==> src/rtl/tri_pwm_pkg.sv <==
package tri_pwm_pkg;

  typedef enum logic [1:0] {
    CMD_LOW  = 2'b00,
    CMD_HIGH = 2'b01,
    CMD_OFF  = 2'b10
  } cmd_e;

  typedef enum logic [1:0] {
    RG_LOW,
    RG_HIGH,
    RG_MID,
    RG_BAD
  } region_e;

  function automatic region_e classify(input logic above_lo, input logic below_hi);
    case ({above_lo, below_hi})
      2'b01:   return RG_LOW;
      2'b10:   return RG_HIGH;
      2'b11:   return RG_MID;
      default: return RG_BAD;
    endcase
  endfunction

endpackage

==> src/rtl/tri_pwm_sync.sv <==
module tri_pwm_sync #(
  parameter int WIDTH  = 1,
  parameter int STAGES = 2
) (
  input  logic             clk,
  input  logic             rst_n,
  input  logic [WIDTH-1:0] d,
  output logic [WIDTH-1:0] q
);
  localparam int CHAIN_W = WIDTH * STAGES;

  logic [CHAIN_W-1:0] chain;

  generate
    if (STAGES == 1) begin : g_single
      always_ff @(posedge clk or negedge rst_n) begin
        if (!rst_n) chain <= '0;
        else        chain <= d;
      end
    end else begin : g_multi
      always_ff @(posedge clk or negedge rst_n) begin
        if (!rst_n) chain <= '0;
        else        chain <= {chain[CHAIN_W-WIDTH-1:0], d};
      end
    end
  endgenerate

  assign q = chain[CHAIN_W-1 -: WIDTH];
endmodule

==> src/rtl/tri_pwm_por.sv <==
module tri_pwm_por (
  input  logic clk,
  input  logic rst_n,
  input  logic above_rel,
  input  logic above_hold,
  output logic por_ok
);
  // Hysteresis: released by the higher level, kept by the lower one.
  always_ff @(posedge clk or negedge rst_n) begin
    if (!rst_n)      por_ok <= 1'b0;
    else if (por_ok) por_ok <= above_hold;
    else             por_ok <= above_rel;
  end
endmodule

==> src/rtl/tri_pwm_holdoff.sv <==
module tri_pwm_holdoff
  import tri_pwm_pkg::*;
#(
  parameter int HOLD_CYC = 18
) (
  input  logic clk,
  input  logic rst_n,
  input  logic por_ok,
  input  logic above_lo,
  input  logic below_hi,
  output cmd_e cmd_q
);
  localparam int CW = (HOLD_CYC < 2) ? 1 : $clog2(HOLD_CYC + 1);
  localparam logic [CW-1:0] LAST = CW'(HOLD_CYC - 1);

  logic [CW-1:0] cnt;
  region_e       rg;

  assign rg = classify(above_lo, below_hi);

  always_ff @(posedge clk or negedge rst_n) begin
    if (!rst_n) begin
      cmd_q <= CMD_OFF;
      cnt   <= '0;
    end else if (!por_ok) begin
      cmd_q <= CMD_OFF;
      cnt   <= '0;
    end else begin
      case (rg)
        RG_LOW: begin
          cmd_q <= CMD_LOW;
          cnt   <= '0;
        end
        RG_HIGH: begin
          cmd_q <= CMD_HIGH;
          cnt   <= '0;
        end
        RG_MID: begin
          if (cmd_q != CMD_OFF) begin
            if (cnt == LAST) begin
              cmd_q <= CMD_OFF;
              cnt   <= '0;
            end else begin
              cnt <= cnt + 1'b1;
            end
          end
        end
        default: cnt <= '0;
      endcase
    end
  end
endmodule

==> src/rtl/tri_pwm_decoder.sv <==
module tri_pwm_decoder
  import tri_pwm_pkg::*;
#(
  parameter int HOLD_CYC    = 18,
  parameter int SYNC_STAGES = 2
) (
  input  logic       clk,
  input  logic       rst_n,
  input  logic       cmp_above_lo,
  input  logic       cmp_below_hi,
  input  logic       sup_above_rel,
  input  logic       sup_above_hold,
  output logic [1:0] cmd,
  output logic       hs_on,
  output logic       ls_on
);
  localparam int NFLAG = 4;

  logic [NFLAG-1:0] raw_flags;
  logic [NFLAG-1:0] syn_flags;
  logic syn_above_lo, syn_below_hi, syn_rel, syn_hold;
  logic por_ok;
  cmd_e cmd_q;
  cmd_e cmd_eff;

  assign raw_flags = {sup_above_hold, sup_above_rel, cmp_below_hi, cmp_above_lo};

  tri_pwm_sync #(.WIDTH(NFLAG), .STAGES(SYNC_STAGES)) u_sync (
    .clk(clk), .rst_n(rst_n), .d(raw_flags), .q(syn_flags)
  );

  assign syn_above_lo = syn_flags[0];
  assign syn_below_hi = syn_flags[1];
  assign syn_rel      = syn_flags[2];
  assign syn_hold     = syn_flags[3];

  tri_pwm_por u_por (
    .clk(clk), .rst_n(rst_n), .above_rel(syn_rel), .above_hold(syn_hold), .por_ok(por_ok)
  );

  tri_pwm_holdoff #(.HOLD_CYC(HOLD_CYC)) u_hold (
    .clk(clk), .rst_n(rst_n), .por_ok(por_ok),
    .above_lo(syn_above_lo), .below_hi(syn_below_hi), .cmd_q(cmd_q)
  );

  assign cmd_eff = por_ok ? cmd_q : CMD_OFF;
  assign cmd     = cmd_eff;
  assign hs_on   = (cmd_eff == CMD_HIGH);
  assign ls_on   = (cmd_eff == CMD_LOW);
endmodule

==> config.mk <==
export PLATFORM = sky130hd
export DESIGN_NAME = tri_pwm_decoder
export DESIGN_NICKNAME = d
export VERILOG_FILES = /design/src/rtl/tri_pwm_pkg.sv /design/src/rtl/tri_pwm_sync.sv /design/src/rtl/tri_pwm_por.sv /design/src/rtl/tri_pwm_holdoff.sv /design/src/rtl/tri_pwm_decoder.sv
export SDC_FILE = /design/constraint.sdc
export NUM_CORES = 1
export LEC_CHECK = 0
export ABC_AREA = 1
export BUFFER_PORTS_ARGS = -buffer_cell sky130_fd_sc_hd__buf_2
export CAP_MARGIN = 20
export CORE_AREA = 4 4 41 43
export DETAILED_ROUTE_END_ITERATION = 10
export DIE_AREA = 0 0 45 47
export PLACE_DENSITY_LB_ADDON = 0.05
export SKIP_CTS_REPAIR_TIMING = 1
export SLEW_MARGIN = 20
export SYNTH_ARGS = -nofsm -noshare
export SYNTH_HDL_FRONTEND = slang
export SYNTH_SLANG_ARGS = --single-unit
==> constraint.sdc <==
create_clock -name clk -period 2.5 [get_ports clk]
set_input_delay 0.5 -clock clk [delete_from_list [all_inputs] [get_ports clk]]
set_output_delay 0.5 -clock clk [all_outputs]
set_load 0.02 [all_outputs]
==> flow_summary_export.csv, run 1 <==
group,metric,value,unit
cells_and_area,post-route-util,59.62,%
grt,grtUsageTotal,11.71,%
route,vias,480,
floorplan,die_w,45,µm
route,dr.pass1.iters,4,
power,power_density,669.9,nW/µm²
critical_path,end_kind,"primary output",
power,pwr-share-clk,31.8,%
clock_network,cts_tree,"yes",
grt,grt_remaining_overflow,0,
cells_and_area,nets,91,
power,power_frac_seq,55.5,%
synthesis,synth_cells,70,
power,switching_power,131.6,µW
clock_network,cts_sinks,16,
synthesis,synth_edf_count,0,
placed_design,gp_congestion,0.7208,
critical_path,crit_end,"ls_on",
timing,period_needed,1.648,ns
synthesis,synth.most_common_cell,"nand2_1",
synthesis,ys.warnings.count,0,
timing,clock_skew,0.006010,ns
critical_path,cp_slowest_cell,"dfstp_2",
grt,grt_max_degree,17,
timing,slew-limit-headroom,77.16,%
grt,grt_pass1_wl,1.731,mm
run,maxCapViolations,0,
cells_and_area,fillers,120,
route,wirelength,1.005,mm
synthesis,synth_top_flop_cell,"dfrtp_1",
clock_network,clockRootBuffer,"clkbuf_4",
critical_path,rr_startpoint,"u_hold.cmd_q[1]$_DFFE_PN1P_",
synthesis,synth_top_cell_area_share,54.64,%
critical_path,critical_path_class,"flip-flop to primary output",
synthesis,netlist_top_cells_area,"dfrtp_1 55%, nand2_1 9.3%, nand3_1 4.4%",
cells_and_area,final_area,775.7,µm²
floorplan,die_h,47,µm
cells_and_area,areaGrowthSynthToFinish,12.93,%
synthesis,synthAdderAreaFrac,3.643,%
floorplan,initial_utilization,52.79,%
timing,fin_ws,0.8523,ns
floorplan,dieArea,2115,µm²
min_path,hold_path.class,"primary input to asynchronous set/reset pin",
critical_path,cpPeakStageDelay,0.54,ns
run_status,status,"finished clean",
critical_path,crit_path_start,"u_hold.cmd_q[1]$_DFFE_PN1P_",
critical_path,path_max_fanout,3,
power,p_leak,0.0004039,µW
clock_network,cts_buffers,3,
synthesis,synthXorXnorAreaFrac,0,%
clock_network,clockBufferDepth,2,
timing,worst_slew_pin_slew,0.3425,ns
timing,hold_slack,0.1052,ns
synthesis,synth_top_cell_by_area,"dfrtp_1",
timing,tns,0,ns
critical_path,reg2reg_setup_slack,1.21,ns
synthesis,synth-seq-cells,16,
timing,setup_viol,0,
placed_design,dpl.hpwl,720.2,µm
placed_design,postPlaceCellArea,739.5,µm²
grt,antenna_found_initial,0,
critical_path,cp-start-kind,"flip-flop",
power,cellInternalPower,388.1,µW
cells_and_area,n_antenna_cell,0,
synthesis,ys_top_cells_by_count,"17 x nand2_1, 15 x dfrtp_1, 8 x inv_1, 6 x nand3_1, 6 x nor2_1",
critical_path,r2r_end,"u_hold.cnt[4]$_DFFE_PN0P_",
power,swShare,25.32,%
synthesis,yosys-mux-area-fraction,1.457,%
route,drtAntennaViolNets,0,
floorplan,core,1301,µm²
synthesis,async_flop_share,100.0,%
critical_path,critPathArrivalTime,1.15,ns
synthesis,yosysSeqAreaShare,58.47,%
critical_path,rr_worst_depth,7,
route,remaining_drc_errors,0,
route,routedWlPerCell,10.36,µm
clock_network,worstSkewPairLatency,0.28,ns
route,drtIter0Drc,3,
timing,finalCritPeriodShare,65.91,%
critical_path,critical_path_required,2.00,ns
placed_design,io_buffers,9,
synthesis,yosysUniqueCellTypes,20,
timing,fmax,0.6069,GHz
power,comb_power_share,12.7,%
route,avgViaCountPerCell,4.948,
synthesis,synth_compound_area_share,2.368,%
placed_design,dpl_worst_slack,1.166,ns
timing,final-hold-violation-count,0,
floorplan,io_pins,10,
grt,grt_pass1_vias,411,
synthesis,avgSynthCellArea,9.813,µm²
timing,finalMaxSlewViolations,0,
synthesis,synth_top_family_by_area,"simple AND/OR/NAND/NOR gates",
clock_network,cts_max_level,1,
floorplan,rows,13,
synthesis,synth.cell_area,686.9,µm²
synthesis,syn_nets,78,
critical_path,crit_chain,"inv_1, nand2_1, nor2_1, buf_2",
power,peakVddDrop,0.4147,mV
cells_and_area,drive_gt1_share,24.39,%
timing,rsz0062_at_grt,"false",
synthesis,yosys.area_share.simple,27.50,%
clock_network,clk_pin_slew,0.09,ns
placed cells by master, fill, tap and decap left out, types with 2 or more instances in the layout:
cell type / n
nand2_1: 17
dfrtp_1: 15
buf_2: 9
inv_1: 8
nor2_1: 6
nand3_1: 6
clkbuf_4: 3
a21oi_1: 2
nand3b_1: 2
ha_1: 2
worst min-delay path by stage:
stage	end	slack [ns]	cells past startpoint
2_1_floorplan	u_hold.cmd_q[0]$_DFFE_PN0P_	0.20	0
3_5_place_dp	u_sync.chain[7]$_DFF_PN0_	0.34	0
4_1_cts	u_hold.cnt[4]$_DFFE_PN0P_	0.11	1
3_3_place_gp	u_sync.chain[4]$_DFF_PN0_	0.33	0
6_report	u_hold.cnt[4]$_DFFE_PN0P_	0.11	1
5_1_grt	u_por.por_ok$_DFF_PN0_	0.12	1
metrics by stage:
stage / cells / total power [µW]
3_3_place_gp: 93 / 358.2
6_report: 97 / 519.7
3_5_place_dp: 93 / 360.4
5_1_grt: 97 / 558.6
4_1_cts: 97 / 530.8
2_1_floorplan: 70 / 339.5
layer usage:
| metal | GRT usage (%) | share of wire [%] | vias to the layer above |
|---|---|---|---|
| met5 | 0 | 0 | - |
| met4 | 7.018 | 0.80 | 0 |
| met3 | 3.448 | 7.6 | 2 |
| met2 | 18.93 | 47 | 14 |
| met1 | 13.83 | 45 | 220 |
| li1 | - | - | 244 |
critical path: cells and delay by family, from the launching register on:
family                 cells  cell delay, ns
and+or+nand+nor            2            0.12
buffers and inverters      2            0.20
DFF                        1            0.54
final cells by class:
type,instances,area (µm²),area share [%]
Sequential cell,16,401.6,51.77
Multi-Input combinational cell,44,240.2,30.97
Timing Repair Buffer,9,45.04,5.806
Clock buffer,4,36.28,4.677
Inverter,9,33.78,4.355
Tap cell,15,18.77,2.419
power by group through the flow:
stage          registers, µW  logic (µW)  clock network (µW)
2_1_floorplan            290        49.2                   0
3_3_place_gp             292        65.9                   0
3_5_place_dp             293        67.1                   0
4_1_cts                  288        67.3                 175
5_1_grt                  291        75.0                 193
6_report                 288        66.2                 165
registers in the layout, summed over array words and instances, names as in the netlist:
register and cells:
u_sync.chain 8, u_hold.cnt 5, u_hold.cmd_q 2, u_por.por_ok 1
cells by family after synthesis:
group / Yosys count
flops: 16
mux: 1
buf+inv: 10
fa+ha+maj: 2
simple gates: 38
compound gates: 3
Power figures use the tool's default switching activity.
==> inputs of run 2 (changes only) <==
--- a/config.mk
+++ b/config.mk
@@ -5,7 +5,7 @@
 export SDC_FILE = /design/constraint.sdc
 export NUM_CORES = 1
 export LEC_CHECK = 0
-export ABC_AREA = 1
+export ABC_AREA = 0
 export BUFFER_PORTS_ARGS = -buffer_cell sky130_fd_sc_hd__buf_2
 export CAP_MARGIN = 20
 export CORE_AREA = 4 4 41 43
==> constraint.sdc (replaced) <==
create_clock -name clk -period 1.7 [get_ports clk]
set_input_delay 0.34 -clock clk [delete_from_list [all_inputs] [get_ports clk]]
set_output_delay 0.34 -clock clk [all_outputs]
set_load 0.02 [all_outputs]
==> run 2 against run 1 <==
Compared with the run above:
- total power up 41%
- non-clock buffer count up 1
- highest routed layer unchanged
- clock power up 51%
==> flow_summary_export.csv, run 2 <==
group,metric,value,unit
critical_path,critPathBufInv,1,
cells_and_area,reg_top3,"u_sync.chain (8), u_hold.cnt (5), u_hold.cmd_q (2)",
grt,antenna_found_initial,0,
floorplan,core,1301,µm²
route,remaining_drc_errors,0,
cells_and_area,n_antenna_cell,0,
synthesis,synth_top_cell_by_area,"dfrtp_1",
timing,slew-limit-headroom,71.20,%
route,routedWlPerCell,13.01,µm
synthesis,yosys.area_share.simple,18.63,%
placed_design,gp_congestion,0.7828,
critical_path,cp-start-kind,"flip-flop",
synthesis,synth-seq-cells,16,
synthesis,yosysSeqAreaShare,62.94,%
floorplan,die_h,47,µm
clock_network,clockRootBuffer,"clkbuf_4",
synthesis,synth.cell_area,638.1,µm²
critical_path,crit_chain,"nand2b_1, nor2_1, buf_2",
clock_network,cts_max_level,1,
floorplan,io_pins,10,
timing,hold_slack,0.1609,ns
synthesis,synth.most_common_cell,"dfrtp_1",
clock_network,cts_sinks,16,
min_path,hold_path.class,"primary input to flip-flop",
power,comb_power_share,9.1,%
synthesis,async_flop_share,100.0,%
synthesis,netlist_top_cells_area,"dfrtp_1 59%, dfstp_2 4.1%, ha_1 3.9%",
cells_and_area,post-route-util,57.50,%
placed_design,io_buffers,9,
cells_and_area,nets,77,
cells_and_area,ff_latch_area,401.6,µm²
grt,grtUsageTotal,12.15,%
route,avgViaCountPerCell,5.205,
run,maxCapViolations,0,
route,vias,432,
critical_path,path_delay_family,"flip-flops",
critical_path,critical_path_class,"flip-flop to primary output",
synthesis,synth_top_family_by_area,"simple AND/OR/NAND/NOR gates",
power,switching_power,174.9,µW
cells_and_area,fillers,114,
power,swShare,23.85,%
power,p_leak,0.0003327,µW
timing,worst_slew_pin_slew,0.4311,ns
timing,fmax,0.6527,GHz
clock_network,clk_pin_slew,0.08,ns
timing,setup_viol,0,
cells_and_area,drive_gt1_share,23.53,%
power,power_frac_seq,56.9,%
clock_network,worstSkewPairLatency,0.29,ns
route,drtAntennaViolNets,0,
clock_network,clockBufferDepth,2,
cells_and_area,regMostFlops,"u_sync.chain",
floorplan,rows,13,
grt,grt_pass1_wl,1.766,mm
critical_path,critical_path_required,1.36,ns
synthesis,avgSynthCellArea,11.82,µm²
synthesis,ys.warnings.count,0,
timing,rsz0062_at_grt,"false",
synthesis,synth_compound_area_share,10.98,%
timing,period_needed,1.532,ns
route,wirelength,1.080,mm
synthesis,ys_top_cells_by_count,"15 x dfrtp_1, 4 x a21oi_1, 4 x nand2_1, 4 x nor2_1",
floorplan,die_w,45,µm
critical_path,path_max_fanout,5,
timing,tns,0,ns
synthesis,synth_cells,54,
clock_network,cts_buffers,3,
synthesis,synthAdderAreaFrac,3.922,%
grt,grt_remaining_overflow,0,
placed_design,dpl.hpwl,710,µm
synthesis,yosysUniqueCellTypes,21,
route,drtIter0Drc,4,
cells_and_area,final_common_cell,"dfrtp_1",
timing,finalMaxSlewViolations,0,
cells_and_area,areaGrowthSynthToFinish,17.25,%
critical_path,cpPeakStageDelay,0.57,ns
cells_and_area,largest_reg_flops,8,
synthesis,synth_top_cell_area_share,58.82,%
synthesis,synthXorXnorAreaFrac,0,%
cells_and_area,final_cell_mix,"15 x dfrtp_1, 9 x buf_2, 4 x nor2_1, 4 x a21oi_1, 4 x nand2_1",
timing,finalCritPeriodShare,90.12,%
power,pwr-share-clk,34.0,%
clock_network,cts_tree,"yes",
critical_path,end_kind,"primary output",
critical_path,cp_slowest_cell,"dfstp_2",
cells_and_area,multi_input_area,225.2,µm²
timing,final-hold-violation-count,0,
run_status,status,"finished clean",
grt,grt_pass1_vias,422,
critical_path,reg2reg_setup_slack,0.18,ns
grt,grt_max_degree,17,
floorplan,dieArea,2115,µm²
timing,clock_skew,0.01148,ns
floorplan,initial_utilization,49.04,%
synthesis,syn_nets,62,
synthesis,synth_top_flop_cell,"dfrtp_1",
route,dr.pass1.iters,2,
power,cellInternalPower,558.4,µW
synthesis,synth_edf_count,0,
synthesis,yosys-mux-area-fraction,1.765,%
critical_path,critPathArrivalTime,1.19,ns
power,power_density,980.0,nW/µm²
power,peakVddDrop,0.5502,mV
run 2: cell count changes after synthesis, sizes merged, moves of 2 or more:
cell,change
nand3,-4
inv,-6
o21ai,+2
nand2b,+2
and2,+2
nand3b,-2
or3,+3
nand2,-15
a21oi,+2
nor2,-4
run 2: kinds of logic after synthesis:
group / Yosys count
AOI/OAI and AO/OA: 11
muxes: 1
adders and majority gates: 2
buffers and inverters: 3
DFF: 16
and+or+nand+nor: 21
run 2: worst paths after layout:
| path | from | end | depth (start not counted) |
|---|---|---|---|
| worst max-delay path | u_hold.cmd_q[1]$_DFFE_PN1P_ | ls_on | 3 |
| worst min-delay path | sup_above_hold | u_sync.chain[3]$_DFF_PN0_ | 1 |
| worst max register to register | u_hold.cnt[0]$_DFFE_PN0P_ | u_hold.cnt[2]$_DFFE_PN0P_ | 4 |
| worst min register to register | u_sync.chain[0]$_DFF_PN0_ | u_sync.chain[4]$_DFF_PN0_ | 0 |
| max in group asynchronous | rst_n | u_hold.cmd_q[1]$_DFFE_PN1P_ | 2 |
| min in group asynchronous | rst_n | u_hold.cnt[4]$_DFFE_PN0P_ | 2 |
run 2: through the flow:
step / instances / area, µm² / worst slack (ns) / total power, µW
global route: 83 / 748.2 / 0.07497 / 770.1
global placement: 78 / 701.9 / 0.2933 / 488.9
floorplan: 54 / 638.1 / 0.3259 / 461.2
CTS: 82 / 738.2 / 0.1464 / 739.4
finish: 83 / 748.2 / 0.1680 / 733.3
detailed placement: 78 / 701.9 / 0.2735 / 490.6
run 2: area by class of cell:
| type | instances | area share, % |
|---|---|---|
| well taps | 15 | 2.508 |
| inverters | 3 | 1.505 |
| flip-flops and latches | 16 | 53.68 |
| multi-input cells | 35 | 30.10 |
| clock buffers | 4 | 4.849 |
| repair buffers | 10 | 7.358 |
run 2: metal layers:
metal	part of all wire [%]	track usage, %
met3	5.0	3.831
met2	46	18.08
met5	0	0
met4	3.5	9.942
met1	45	14.43
run 2: power by group through the flow:
| stage | logic, µW | registers [µW] | clock network, µW |
|---|---|---|---|
| after detailed placement | 65.7 | 425 | 0 |
| final | 66.9 | 417 | 249 |
| after CTS | 66.5 | 418 | 255 |
| after global placement | 65.2 | 424 | 0 |
| after global routing | 74.8 | 421 | 275 |
| after floorplan | 40.9 | 420 | 0 |
==> inputs of run 3 (changes only) <==
--- a/config.mk
+++ b/config.mk
@@ -6,12 +6,14 @@
 export NUM_CORES = 1
 export LEC_CHECK = 0
 export ABC_AREA = 0
-export BUFFER_PORTS_ARGS = -buffer_cell sky130_fd_sc_hd__buf_2
 export CAP_MARGIN = 20
 export CORE_AREA = 4 4 41 43
+export CTS_CLUSTER_DIAMETER = 60
 export DETAILED_ROUTE_END_ITERATION = 10
 export DIE_AREA = 0 0 45 47
+export DONT_BUFFER_PORTS = 1
 export PLACE_DENSITY_LB_ADDON = 0.05
+export REMOVE_ABC_BUFFERS = 1
 export SKIP_CTS_REPAIR_TIMING = 1
 export SLEW_MARGIN = 20
 export SYNTH_ARGS = -nofsm -noshare
==> run 3 against run 2 <==
Compared with the run above:
- die area stayed put
- count of clock-buffer cells in the layout did not move
- total power shrank 2.1%
- largest power group unchanged
- hold slack got worse by 0.081 ns
- non-clock buffer count shrank 9
- highest routed layer unchanged
==> flow_summary_export.csv, run 3 (synthesis gave the netlist of run 2 again) <==
group,metric,value,unit
route,vias,436,
cells_and_area,nets,68,
route,route.met2.wl,535,µm
clock_network,worstSkewPairLatency,0.28,ns
cells_and_area,n_antenna_cell,0,
route,dr.pass1.iters,4,
power,switching_power,167.1,µW
timing,setup_viol,0,
cells_and_area,post-route-util,54.23,%
timing,slew-limit-headroom,54.30,%
clock_network,cts_max_level,1,
clock_network,clk_pin_slew,0.09,ns
critical_path,critical_path_class,"flip-flop to primary output",
power,swShare,23.27,%
power,cellInternalPower,551.0,µW
cells_and_area,areaGrowthSynthToFinish,10.59,%
power,pwr-share-clk,33.7,%
cells_and_area,final_common_cell,"dfrtp_1",
critical_path,cp_slowest_cell,"dfstp_2",
floorplan,die_w,45,µm
critical_path,rr_startpoint,"u_hold.cnt[0]$_DFFE_PN0P_",
critical_path,path_max_fanout,5,
route,wl_met3,82,µm
cells_and_area,largest_reg_flops,8,
placed_design,gp_congestion,0.7329,
min_path,hold_path.class,"primary input to flip-flop",
min_path,hold_path_depth,0,
grt,grt_remaining_overflow,0,
placed_design,dpl.hpwl,800.9,µm
cells_and_area,fin_cells,74,
critical_path,crit_chain,"nand2b_2, nor2_1",
grt,grt_max_degree,17,
placed_design,io_buffers,0,
cells_and_area,fillers,120,
clock_network,clockBufferDepth,2,
critical_path,cp-start-kind,"flip-flop",
power,power_frac_seq,58.3,%
grt,grt_pass1_vias,452,
route,avgViaCountPerCell,5.892,
cells_and_area,regMostFlops,"u_sync.chain",
floorplan,rows,13,
critical_path,reg2reg_setup_slack,0.19,ns
critical_path,r2r_end,"u_hold.cnt[2]$_DFFE_PN0P_",
run_status,status,"finished clean",
cells_and_area,reg_top3,"u_sync.chain (8), u_hold.cnt (5), u_hold.cmd_q (2)",
timing,finalMaxSlewViolations,0,
critical_path,rr_worst_depth,4,
timing,fmax,0.6253,GHz
critical_path,critPathArrivalTime,1.26,ns
critical_path,critical_path_required,1.36,ns
route,remaining_drc_errors,0,
floorplan,die_h,47,µm
floorplan,io_pins,10,
critical_path,critPathBufInv,0,
timing,final-hold-violation-count,0,
route,wirelength_met1,471,µm
power,power_density,1018,nW/µm²
min_path,hp-start,"sup_above_hold",
cells_and_area,final_cell_mix,"15 x dfrtp_1, 4 x nor2_1, 4 x a21oi_1, 4 x nand2_1",
route,top_layer_used,"met4",
route,drtAntennaViolNets,0,
route,wirelength,1.107,mm
clock_network,cts_sinks,16,
power,total_power,718.1,µW
run,maxCapViolations,0,
timing,rsz0062_at_grt,"false",
grt,grt_pass1_wl,1.828,mm
timing,finalCritPeriodShare,94.08,%
route,drtIter0Drc,14,
timing,tns,0,ns
floorplan,core,1301,µm²
route,routedWlPerCell,14.96,µm
grt,grtUsageTotal,12.37,%
timing,clock_skew,0.001969,ns
power,comb_power_share,8.0,%
floorplan,initial_utilization,49.04,%
clock_network,cts_tree,"yes",
clock_network,clockRootBuffer,"clkbuf_4",
timing,period_needed,1.599,ns
power,peakVddDrop,0.5869,mV
clock_network,cts_buffers,3,
floorplan,dieArea,2115,µm²
critical_path,path_delay_family,"simple AND/OR/NAND/NOR gates",
critical_path,end_kind,"primary output",
grt,antenna_found_initial,0,
min_path,min_to,"u_sync.chain[3]$_DFF_PN0_",
timing,worst_slew_pin_slew,0.6832,ns
critical_path,cpPeakStageDelay,0.40,ns
placed_design,placedCellCount,69,
cells_and_area,drive_gt1_share,13.56,%
power,p_leak,0.0002947,µW
## run 3: cell types whose count changed in the layout (fill, tap and decap cells not counted)
cell	delta
buf_2	-9
nand2b_1	-1
nand2b_2	+1
## run 3: through the flow
step	area (µm²)	hold WS [ns]	setup WS, ns
2_1_floorplan	638.1	0.04441	0.3259
3_3_place_gp	656.9	0.04486	0.3051
3_5_place_dp	656.9	0.04482	0.2134
4_1_cts	693.2	-0.2619	0.04121
5_1_grt	705.7	0.05495	0.04754
6_report	705.7	0.07983	0.1007
## run 3: how the worst max path moves through the flow
| stage | startpoint | end | slack (ns) | depth (start not counted) |
|---|---|---|---|---|
| 5_1_grt | u_hold.cmd_q[1]$_DFFE_PN1P_ | hs_on | 0.05 | 2 |
| 6_report | u_hold.cmd_q[1]$_DFFE_PN1P_ | hs_on | 0.10 | 2 |
| 4_1_cts | u_hold.cmd_q[1]$_DFFE_PN1P_ | hs_on | 0.04 | 2 |
| 3_5_place_dp | u_hold.cnt[0]$_DFFE_PN0P_ | u_hold.cnt[2]$_DFFE_PN0P_ | 0.21 | 4 |
| 3_3_place_gp | u_hold.cnt[0]$_DFFE_PN0P_ | u_hold.cnt[2]$_DFFE_PN0P_ | 0.31 | 4 |
| 2_1_floorplan | u_hold.cnt[0]$_DFFE_PN0P_ | u_hold.cnt[2]$_DFFE_PN0P_ | 0.33 | 4 |
## run 3: layout make-up
class / count / area, µm² / area share, %
Timing Repair Buffer: 1 / 10.01 / 1.418
Multi-Input combinational cell: 35 / 227.7 / 32.27
Clock buffer: 4 / 36.28 / 5.142
Tap cell: 15 / 18.77 / 2.660
Sequential cell: 16 / 401.6 / 56.91
Inverter: 3 / 11.26 / 1.596
## run 3: per-layer routing
layer | global-route usage (%) | vias up
met4 | 5.263 | 0
li1 | - | 199
met3 | 4.598 | 4
met1 | 13.14 | 216
met5 | 0 | -
met2 | 22.03 | 17
## run 3: power by group through the flow
stage | Clock (µW) | Combinational [µW] | Sequential (µW)
CTS | 246 | 48.3 | 419
global route | 270 | 64.1 | 422
floorplan | 0 | 40.9 | 420
global placement | 0 | 46.1 | 423
detailed placement | 0 | 47.8 | 426
finish | 242 | 57.3 | 419
